**src/rtl/syn_pkg.sv**
```systemverilog
package syn_pkg;

  localparam int unsigned GF_M = 13;
  // low part of x^13 + x^4 + x^3 + x + 1
  localparam logic [GF_M-1:0] GF_POLY_LOW = 13'h001B;

  typedef logic [GF_M-1:0] elem_t;

  // multiply a field element by alpha (x)
  function automatic elem_t gf_mulx(input elem_t a);
    elem_t r;
    r = {a[GF_M-2:0], 1'b0};
    if (a[GF_M-1]) r = r ^ GF_POLY_LOW;
    return r;
  endfunction

  // a * alpha^e, elaboration-time use only
  function automatic elem_t gf_scale(input elem_t a, input int unsigned e);
    elem_t r;
    r = a;
    for (int unsigned i = 0; i < e; i++) r = gf_mulx(r);
    return r;
  endfunction

  function automatic elem_t gf_alpha_pow(input int unsigned e);
    return gf_scale(elem_t'(1), e);
  endfunction

endpackage

```
**src/rtl/syn_const_mul.sv**
```systemverilog
// Multiplies a variable field element by a constant K.
module syn_const_mul
  import syn_pkg::*;
#(
  parameter elem_t K = elem_t'(1)
) (
  input  elem_t a,
  output elem_t y
);

  elem_t col [GF_M];

  for (genvar i = 0; i < GF_M; i++) begin : g_col
    localparam elem_t COLV = gf_scale(K, i);
    assign col[i] = COLV;
  end

  always_comb begin
    y = '0;
    for (int i = 0; i < GF_M; i++) begin
      if (a[i]) y = y ^ col[i];
    end
  end

endmodule

```
**src/rtl/syn_byte_term.sv**
```systemverilog
// Contribution of one byte to syndrome J: XOR over k of d[k] * alpha^(J*k).
module syn_byte_term
  import syn_pkg::*;
#(
  parameter int unsigned J      = 1,
  parameter int unsigned DATA_W = 8
) (
  input  logic [DATA_W-1:0] d,
  output elem_t             term
);

  elem_t wgt [DATA_W];

  for (genvar k = 0; k < DATA_W; k++) begin : g_wgt
    localparam elem_t WV = gf_alpha_pow(J * k);
    assign wgt[k] = WV;
  end

  always_comb begin
    term = '0;
    for (int k = 0; k < DATA_W; k++) begin
      if (d[k]) term = term ^ wgt[k];
    end
  end

endmodule

```
**src/rtl/syn_accum.sv**
```systemverilog
// One syndrome accumulator: S <= S * alpha^(DATA_W*J) ^ term(byte).
module syn_accum
  import syn_pkg::*;
#(
  parameter int unsigned J      = 1,
  parameter int unsigned DATA_W = 8
) (
  input  logic              clk,
  input  logic              rst_n,
  input  logic              beat_en,
  input  logic              start,
  input  logic [DATA_W-1:0] data,
  output elem_t             syn_d,
  output elem_t             syn_q
);

  localparam elem_t STEP = gf_alpha_pow(DATA_W * J);

  elem_t scaled;
  elem_t term;
  elem_t base;

  syn_const_mul #(.K(STEP)) i_step (
    .a (syn_q),
    .y (scaled)
  );

  syn_byte_term #(.J(J), .DATA_W(DATA_W)) i_term (
    .d    (data),
    .term (term)
  );

  always_comb begin
    base  = start ? '0 : scaled;
    syn_d = base ^ term;
  end

  always_ff @(posedge clk or negedge rst_n) begin
    if (!rst_n) begin
      syn_q <= '0;
    end else if (beat_en) begin
      syn_q <= syn_d;
    end
  end


  clear_on_start_chk: assert property (@(posedge clk) disable iff (!rst_n)
    (beat_en && start && (data == '0)) |=> (syn_q == '0));


  idle_hold_chk: assert property (@(posedge clk) disable iff (!rst_n)
    !beat_en |=> $stable(syn_q));

endmodule

```
**src/rtl/syn_frame_ctl.sv**
```systemverilog
// Result strobe and codeword beat counting.
module syn_frame_ctl #(
  parameter int unsigned CW_BYTES = 16
) (
  input  logic clk,
  input  logic rst_n,
  input  logic beat_en,
  input  logic sof,
  input  logic eoc,
  output logic done
);

  localparam int unsigned CNT_W = $clog2(CW_BYTES + 1);

  logic [CNT_W-1:0] cnt_q, cnt_d;
  logic             done_d;

  always_comb begin
    cnt_d  = sof ? CNT_W'(1) : cnt_q + CNT_W'(1);
    done_d = beat_en && eoc;
  end

  always_ff @(posedge clk or negedge rst_n) begin
    if (!rst_n) begin
      cnt_q <= '0;
    end else if (beat_en) begin
      cnt_q <= cnt_d;
    end
  end

  always_ff @(posedge clk or negedge rst_n) begin
    if (!rst_n) begin
      done <= 1'b0;
    end else begin
      done <= done_d;
    end
  end


  frame_len_chk: assert property (@(posedge clk) disable iff (!rst_n)
    (beat_en && eoc) |-> (cnt_d == CNT_W'(CW_BYTES)));


  strobe_cause_chk: assert property (@(posedge clk) disable iff (!rst_n)
    done |-> $past(beat_en && eoc));


  strobe_pulse_chk: assert property (@(posedge clk) disable iff (!rst_n)
    done |=> !done);

endmodule

```
**src/rtl/bch_syndrome_calc.sv**
```systemverilog
module bch_syndrome_calc
  import syn_pkg::*;
#(
  parameter int unsigned T        = 4,
  parameter int unsigned DATA_W   = 8,
  parameter int unsigned CW_BYTES = 16
) (
  input  logic                     clk,
  input  logic                     rst_n,
  input  logic                     in_valid,
  input  logic                     in_sof,
  input  logic                     in_eoc,
  input  logic [DATA_W-1:0]        in_data,
  output logic                     syn_valid,
  output logic [2*T*GF_M-1:0]      syn_vec,
  output logic                     err_flag
);

  localparam int unsigned NSYN = 2 * T;

  // reset: asserted asynchronously, released on the clock
  logic rst_meta, rst_s;
  always_ff @(posedge clk or negedge rst_n) begin
    if (!rst_n) begin
      rst_meta <= 1'b0;
      rst_s    <= 1'b0;
    end else begin
      rst_meta <= 1'b1;
      rst_s    <= rst_meta;
    end
  end

  logic [NSYN*GF_M-1:0] nxt_vec;

  for (genvar g = 0; g < NSYN; g++) begin : g_syn
    elem_t sd, sq;
    syn_accum #(.J(g + 1), .DATA_W(DATA_W)) i_acc (
      .clk     (clk),
      .rst_n   (rst_s),
      .beat_en (in_valid),
      .start   (in_sof),
      .data    (in_data),
      .syn_d   (sd),
      .syn_q   (sq)
    );
    assign nxt_vec[g*GF_M +: GF_M] = sd;
    assign syn_vec[g*GF_M +: GF_M] = sq;
  end

  syn_frame_ctl #(.CW_BYTES(CW_BYTES)) i_ctl (
    .clk     (clk),
    .rst_n   (rst_s),
    .beat_en (in_valid),
    .sof     (in_sof),
    .eoc     (in_eoc),
    .done    (syn_valid)
  );

  // error flag taken from the final syndromes on the end beat
  logic err_d, err_upd;
  always_comb begin
    err_upd = in_valid && in_eoc;
    err_d   = |nxt_vec;
  end

  always_ff @(posedge clk or negedge rst_s) begin
    if (!rst_s) begin
      err_flag <= 1'b0;
    end else if (err_upd) begin
      err_flag <= err_d;
    end
  end


  flag_match_chk: assert property (@(posedge clk) disable iff (!rst_s)
    syn_valid |-> (err_flag == (syn_vec != '0)));


  flag_hold_chk: assert property (@(posedge clk) disable iff (!rst_s)
    !in_valid |=> $stable(err_flag));

endmodule

```
**config.mk**
```make
export PLATFORM = sky130hd
export DESIGN_NAME = bch_syndrome_calc
export DESIGN_NICKNAME = d
export VERILOG_FILES = /design/src/rtl/syn_pkg.sv /design/src/rtl/syn_const_mul.sv /design/src/rtl/syn_byte_term.sv /design/src/rtl/syn_accum.sv /design/src/rtl/syn_frame_ctl.sv /design/src/rtl/bch_syndrome_calc.sv
export SDC_FILE = /design/constraint.sdc
export NUM_CORES = 1
export LEC_CHECK = 0
export ABC_AREA = 0
export BUFFER_PORTS_ARGS = -buffer_cell sky130_fd_sc_hd__buf_2
export CAP_MARGIN = 10
export CORE_MARGIN = 2
export CORE_UTILIZATION = 50
export DETAILED_ROUTE_END_ITERATION = 10
export GPL_TIMING_DRIVEN = 0
export PLACE_DENSITY = 0.74
export SLEW_MARGIN = 40
export SYNTH_ARGS = -nofsm -noshare
export SYNTH_HDL_FRONTEND = slang
export SYNTH_SLANG_ARGS = --single-unit
export TNS_END_PERCENT = 20
```
**constraint.sdc**
```tcl
create_clock -name clk -period 4.68 [get_ports clk]
set_clock_uncertainty 0.2 [all_clocks]
set_input_delay 0 -clock clk [delete_from_list [all_inputs] [get_ports clk]]
set_output_delay 0 -clock clk [all_outputs]
set_load 0.02 [all_outputs]
```
==> results.cfg, run 1 <==
[status]
status = finished clean

[critical_path]
r2r-end = err_flag
path_depth = 9
arrival_ps = 3510
timing.rr.start = g_syn[3].i_acc.syn_q[12]
required_ps = 4700
worstSetupPathType = in2reg
crit_end = g_syn[5].i_acc.syn_q[3]
crit_start = in_sof
cp_common_cell = buf_1
cp_max_fo = 10
cp.buffers_inverters = 6
cp_slowest_stage_delay_ps = 670
reg2reg_slack_ps = 1280
endpoint_kind = flip-flop
path_cells = buf_2 -> clkbuf_1 -> clkbuf_1 -> buf_1 -> buf_1 -> buf_1 -> nor2_1 -> xnor2_1 -> a21oi_1
critPathSlowestCell = buf_1
r2r_cells = 8
cp-start-kind = primary input
critPathTopFamily = buffers and inverters

[yosys]
synth_edf_count = 0
synth_nets = 1002
synthXorXnorAreaFrac_pct = 44.8
synth-simple-area-share_pct = 11.2
synth_compound_area_share_pct = 7.10
muxShareOfSynthArea_pct = 5.33
synthesis.instances = 989
ys_ff_latch = 108
ys_types = 64
syn_area_um2 = 9650
synth_top_family_by_area = XOR/XNOR gates
synthFlopType = dfrtp_1
synth_top_area_cell = dfrtp_1
synth_adder_area_share_pct = 0
yosysSeqAreaShare_pct = 28.0
synthArstFlopShare_pct = 100
synth_top_area_share_pct = 28.0
ys_warn_count = 0
avgSynthCellArea_um2 = 9.76
netlist_top_cells_area = dfrtp_1 (28%), xnor2_1 (25%), xnor3_1 (7.5%), xor2_1 (6.5%), mux2_2 (5.0%)

[place]
dp.cells = 1366
hpwl_um = 23500
io_buffers = 114
place_congestion = 1.03

[job]
maxCapViolCount = 0

[detailed_routing]
final_antenna_net_count = 0
drcViolationCount = 0
drtIter0Drc = 785
met3_length_um = 2890
vias = 7976
wl_met2_um = 13900
top_layer = met4
wl_met1_um = 12800
post_drt_wl_per_cell_um = 22.2
viasPerCell = 5.75
first_pass_iters = 6
routed_wl_um = 30900

[finish]
drive_above_1_share_pct = 19.2
antenna_cells = 0
area_growth_pct = 13.5
final_core_util_pct = 58.2
fin_cells = 1387
final_nets = 1136

[clock_network]
cts-resized-gates = 0
clock_latency_ps = 370
cts-root-buf = clkbuf_16
clk_pin_slew_ps = 80
cts.sinks = 108
cts-buffers-inserted = 9
cts_tree = built
cts_setup_buffers = 0
clock_path_buffers = 2
htreeDepth = 3

[floorplan]
io_pins = 119
initial_core_util_pct = 51.3
core_region_area_um2 = 18800
dieArea_um2 = 20400
die_height_um = 143
rows = 50
die_w_um = 143

[timing]
timing.hold.ws_ps = 37.2
worst_pin_slew_ps = 876
slew_violations = 0
fmax_mhz = 286
hold_viol = 0
relSlewSlack_pct = 41.6
rsz0062_at_grt = no
min_period_ps = 3490
report.final.setup_viol = 0
period_share_pct = 74.6

[global_routing]
grt_util_all_layers_pct = 30.9
grt.overflow.total = 0
antenna_found_initial = 0
grt_pass1_vias = 7868
grt_max_degree = 36
grt_pass1_wl_um = 46900

[hold_path]
hp-class = reg2async
layer usage:
metal | up-vias | track usage (%)
li1 | 3531 | -
met1 | 3879 | 42.4
met2 | 466 | 48.0
met3 | 100 | 5.43
met4 | 0 | 13.2
met5 | - | 0
synth_stat cells (6+ instances only):
master,n
xnor2_1,280
nor2_1,128
dfrtp_1,108
xor2_1,72
a21oi_1,56
mux2_2,43
clkbuf_1,42
xnor3_1,32
nand2_1,27
o21ai_0,18
buf_1,15
inv_1,13
nor3_1,11
xnor2_2,11
nand3_1,10
nor4_1,9
buf_2,8
xor3_1,8
nand4_1,7
nor2b_1,6
cell usage in the layout (no fill, tap or decap), drive strengths merged, types with 5 or more instances in the layout:
| cell type | netlist | routed |
|---|---|---|
| xnor2 | 292 | 292 |
| buf | 26 | 143 |
| nor2 | 130 | 130 |
| dfrtp | 108 | 108 |
| xor2 | 74 | 74 |
| a21oi | 56 | 56 |
| clkbuf | 42 | 55 |
| mux2 | 43 | 43 |
| xnor3 | 36 | 36 |
| nand2 | 27 | 27 |
| o21ai | 18 | 18 |
| inv | 13 | 13 |
| nor3 | 11 | 11 |
| nand3 | 10 | 10 |
| nor4 | 9 | 9 |
| xor3 | 8 | 8 |
| nand4 | 7 | 7 |
| nor2b | 6 | 6 |
| dlygate4sd3 | 0 | 6 |
| nand2b | 5 | 5 |
| o21a | 5 | 5 |
| a31oi | 5 | 5 |
how the worst min path moves through the flow:
stage / cells past startpoint / endpoint / slack [ps] / start
CTS: 3 / g_syn[5].i_acc.syn_q[1] / 10 / in_data[4]
global route: 3 / g_syn[5].i_acc.syn_q[1] / 40 / in_data[4]
finish: 0 / g_syn[2].i_acc.syn_q[1] / 40 / rst_s
floorplan: 0 / rst_meta / -500 / rst_n
detailed placement: 1 / rst_meta / -410 / rst_n
global placement: 1 / rst_meta / -410 / rst_n
registers in the layout, indices dropped and copies added, names as in the netlist:
signal and flops:
rst_meta 1, g_syn.i_acc.syn_q 104, err_flag 1, rst_s 1, i_ctl.done 1
logic make-up (layout without fill, tap and decap cells):
family / after synthesis / count (layout)
compound gates: 113 / 113
xor+xnor: 410 / 410
buf+inv: 81 / 219
flops: 108 / 108
mux: 46 / 46
other cells: 1 / 1
simple gates: 230 / 230
through the flow:
step / setup TNS [ps] / setup slack [ps] / cell area, um^2
final: 0 / 1190 / 11000
after global routing: 0 / 1060 / 11000
after CTS: 0 / 1300 / 10900
after detailed placement: 0 / 929 / 10600
after global placement: -27510 / -266 / 10500
after floorplan: 0 / 1250 / 9650
area by class of cell:
| cell class | instances | area, um^2 |
|---|---|---|
| tap | 260 | 325 |
| sequential | 108 | 2710 |
| buffer | 68 | 292 |
| clock inverter | 2 | 12.5 |
| fill | 1657 | 7880 |
| timing repair buffer | 123 | 691 |
| clock buffer | 13 | 250 |
| inverter | 13 | 48.8 |
| multi-input combinational | 800 | 6630 |
timing repair:
item                                   4_1_cts  5_1_grt
setup endpoints to repair                    0        0
endpoints found under the hold margin        7        0
hold buffers                                 6        0
Power of run 1 is left out: the tool's default activity adds up to more than one toggle a clock period on the data nets, which glitch-free logic cannot reach.
==> run 2: changes to the inputs <==
Clock period 4.68 ns to 3.55 ns, I/O delays scaled along.
==> results.cfg, run 2 (synthesized netlist as in run 1, its figures left out) <==
[status]
status = finished clean

[finish]
largest_reg_flops = 104
regMostFlops = g_syn.i_acc.syn_q
final_cell_area_um2 = 11000
drive_above_1_share_pct = 19.3
antenna_cells = 0
final_core_util_pct = 58.2
final_nets = 1136
final_cell_mix = xnor2_1 (277), nor2_1 (128), buf_2 (123), dfrtp_1 (107), xor2_1 (72)
layout_commonest_cell = xnor2_1
area_growth_pct = 13.6

[clock_network]
cts.sinks = 108
htreeDepth = 3
cts_tree = built
cts_setup_buffers = 0
clock_path_buffers = 2
clk_pin_slew_ps = 70
cts-buffers-inserted = 9
cts-root-buf = clkbuf_16
clock_latency_ps = 370

[floorplan]
die_height_um = 143
rows = 50
initial_core_util_pct = 51.3
io_pins = 119
die_w_um = 143
dieArea_um2 = 20400
core_region_area_um2 = 18800

[detailed_routing]
routed_wl_um = 30900
drtIter0Drc = 807
first_pass_iters = 5
viasPerCell = 5.74
post_drt_wl_per_cell_um = 22.3
final_antenna_net_count = 0
drcViolationCount = 0
vias = 7964

[timing]
slew_violations = 0
report.final.setup_viol = 0
rsz0062_at_grt = no
worst_pin_slew_ps = 883
hold_viol = 0
period_share_pct = 92.9
fmax_mhz = 303
setup_slack_ps = 252
min_period_ps = 3300
relSlewSlack_pct = 41.1

[job]
maxCapViolCount = 0

[global_routing]
grt_util_all_layers_pct = 30.9
antenna_found_initial = 0
grt_pass1_vias = 7868
grt_max_degree = 36
grt.overflow.total = 0
grt_pass1_wl_um = 46900

[place]
hpwl_um = 23500
io_buffers = 114
post-place-ws_ps = -201
place_congestion = 1.03
placed_area_um2 = 10600

[critical_path]
worstSetupPathType = in2reg
arrival_ps = 3340
endpoint_kind = flip-flop
required_ps = 3590
critPathSlowestCell = buf_1
path_cells = buf_2 -> clkbuf_1 -> clkbuf_1 -> buf_1 -> buf_1 -> o21ai_0 -> nor4_1 -> nand4b_1 -> nor3_1 -> a31oi_1
cp-start-kind = primary input
cp_max_fo = 10
r2r_cells = 9
cp_slowest_stage_delay_ps = 600

[hold_path]
hp-class = reg2async
==> run 2: changes by cell type in the layout (fill, tap and decap cells not counted) <==
cell       delta
xnor2_1       -1
buf_1         -1
xnor2_2       +1
a2111oi_0     -1
a2111oi_1     +1
clkbuf_2      +1
==> run 2: worst paths after layout <==
path | startpoint | end | slack [ps]
worst max-delay path | in_sof | err_flag | 250
worst min-delay path | rst_s | g_syn[2].i_acc.syn_q[1] | 40
worst max register to register | g_syn[6].i_acc.syn_q[7] | err_flag | 260
worst min register to register | rst_s | g_syn[2].i_acc.syn_q[1] | 40
min in group clk | in_data[4] | g_syn[5].i_acc.syn_q[1] | 50
max in group asynchronous | rst_s | g_syn[7].i_acc.syn_q[10] | 2420
==> run 2: metrics by stage <==
| stage | instances | TNS [ps] | hold WS (ps) |
|---|---|---|---|
| 4_1_cts | 1387 | 0 | 11.1 |
| 5_1_grt | 1387 | 0 | 43.7 |
| 3_5_place_dp | 1366 | -669 | -411 |
| 6_report | 1387 | 0 | 40.5 |
| 3_3_place_gp | 1363 | -148400 | -415 |
| 2_1_floorplan | 989 | 0 | -496 |
==> run 2: layout make-up <==
cell class / count / area [um^2]
Fill cell: 1658 / 7870
Multi-Input combinational cell: 800 / 6640
Sequential cell: 108 / 2710
Timing Repair Buffer: 123 / 691
Tap cell: 260 / 325
Buffer: 68 / 293
Clock buffer: 13 / 250
Inverter: 13 / 48.8
Clock inverter: 2 / 12.5
==> run 2: repair_timing <==
action,4_1_cts,5_1_grt
endpoints found under the hold margin,7,0
endpoints found under the setup margin,0,3
hold buffers,6,0
resized for setup,0,3
==> run 2: worst max-delay path: cells and delay by family <==
kind / cells / cell delay (ps)
buffers and inverters: 5 / 2370
AND/OR/NAND/NOR: 3 / 670
AO/OA/AOI/OAI: 2 / 290
==> run 2: metal layers <==
metal	up-vias	track usage (%)	wire (um)
met5	-	0	0
met4	0	13.2	1260
met3	88	5.43	2510
met2	414	48.0	14000
met1	3937	42.4	13200
li1	3525	-	-
Power of run 2 is left out for the same reason.
==> run 3: changes to the inputs <==
Settings changed: CELL_PAD_IN_SITES_DETAIL_PLACEMENT set to 0, CELL_PAD_IN_SITES_GLOBAL_PLACEMENT set to 1, CORE_UTILIZATION 50 to 47, PLACE_DENSITY 0.74 to 0.87.
==> results.cfg, run 3 (synthesized netlist as in run 1, its figures left out) <==
[finish]
largest_reg_flops = 104
drive_above_1_share_pct = 19.6
n_fill_cell = 1875
final_core_util_pct = 54.6
final_cell_mix = xnor2_1 (277), nor2_1 (128), buf_2 (123), dfrtp_1 (107), xor2_1 (72)
regMostFlops = g_syn.i_acc.syn_q
final_nets = 1137
antenna_cells = 0
layout_commonest_cell = xnor2_1
area_growth_pct = 14.1

[floorplan]
rows = 52
initial_core_util_pct = 47.9
die_height_um = 147
die_w_um = 147
core_region_area_um2 = 20200
io_pins = 119
dieArea_um2 = 21700

[timing]
relSlewSlack_pct = 38.7
fmax_mhz = 287
report.final.setup_viol = 0
setup_slack_ps = 63.3
worst_pin_slew_ps = 917
slew_violations = 0
rsz0062_at_grt = no
setup_tns_ps = 0
min_period_ps = 3490
hold_viol = 0
period_share_pct = 98.2

[critical_path]
reg2reg_slack_ps = 190
cp_max_fo = 10
r2r-end = err_flag
timing.rr.start = g_syn[3].i_acc.syn_q[12]
cp-start-kind = primary input
arrival_ps = 3520
worstSetupPathType = in2reg
endpoint_kind = flip-flop
r2r_cells = 8
required_ps = 3580

[job]
maxCapViolCount = 0

[clock_network]
cts_tree = built
clock_latency_ps = 370
cts-root-buf = clkbuf_16
clk_pin_slew_ps = 80
cts.sinks = 108
clock_path_buffers = 2
cts-buffers-inserted = 9
htreeDepth = 3
cts_setup_buffers = 0

[place]
place_congestion = 0.983
post-place-ws_ps = -334
io_buffers = 114
hpwl_um = 23800

[global_routing]
grt_util_all_layers_pct = 29.0
antenna_found_initial = 0
grt_pass1_wl_um = 46700
grt_pass1_vias = 7532
grt.overflow.total = 0
grt_max_degree = 31

[status]
status = finished clean

[detailed_routing]
vias = 7903
first_pass_iters = 5
viasPerCell = 5.65
drtIter0Drc = 770
routed_wl_um = 31300
final_antenna_net_count = 0
post_drt_wl_per_cell_um = 22.4
drcViolationCount = 0

[hold_path]
hp-class = reg2async
-- run 3: cell count changes in the layout (fill, tap and decap cells not counted), sizes merged --
cell	before	now
clkinv	1	3
clkbuf	56	54
bufinv	0	1
dlygate4sd3	6	7
-- run 3: area by class of cell --
| cell class | instances | area, um^2 | share of cell area, % |
|---|---|---|---|
| Clock inverter | 5 | 52.6 | 0.477 |
| Clock buffer | 11 | 243 | 2.20 |
| Inverter | 13 | 48.8 | 0.443 |
| Tap cell | 270 | 338 | 3.07 |
| Buffer | 68 | 293 | 2.66 |
| Sequential cell | 108 | 2710 | 24.6 |
| Timing Repair Buffer | 124 | 701 | 6.36 |
| Multi-Input combinational cell | 800 | 6640 | 60.2 |
-- run 3: what timing repair did --
item	in CTS	in global routing
resized for setup	0	3
setup endpoints to repair	0	7
hold buffers	7	0
endpoints found under the hold margin	8	0
-- run 3: critical path, stage by stage --
cell	delay [ps]
buf_2	170
clkbuf_1	530
clkbuf_1	570
buf_1	610
buf_1	610
o21ai_0	200
nor4_1	340
nand4b_1	150
nor3_1	220
a31oi_1	100
-- run 3: how the worst max path moves through the flow --
stage / to / depth (start not counted) / startpoint
finish: err_flag / 10 / in_sof
global route: err_flag / 8 / g_syn[3].i_acc.syn_q[12]
CTS: g_syn[6].i_acc.syn_q[5] / 8 / in_sof
detailed placement: g_syn[5].i_acc.syn_q[3] / 9 / in_sof
global placement: g_syn[7].i_acc.syn_q[1] / 0 / rst_s
floorplan: err_flag / 0 / rst_s
-- run 3: metrics by stage --
stage / instances / area [um^2] / hold slack, ps
floorplan: 989 / 9650 / -496
global placement: 1373 / 10600 / -415
detailed placement: 1376 / 10600 / -413
CTS: 1399 / 11000 / 24.6
global route: 1399 / 11000 / 72.3
finish: 1399 / 11000 / 38.8
-- run 3: routing by layer --
metal / vias up / share of wire [%] / wire length, um / GRT usage [%]
met5: - / 0 / 0 / 0
met4: 0 / 3.8 / 1180 / 12.2
met3: 71 / 8.7 / 2710 / 4.57
met2: 396 / 45 / 14200 / 45.0
met1: 3886 / 42 / 13200 / 40.6
li1: 3550 / - / - / -
Power of run 3 is left out for the same reason.
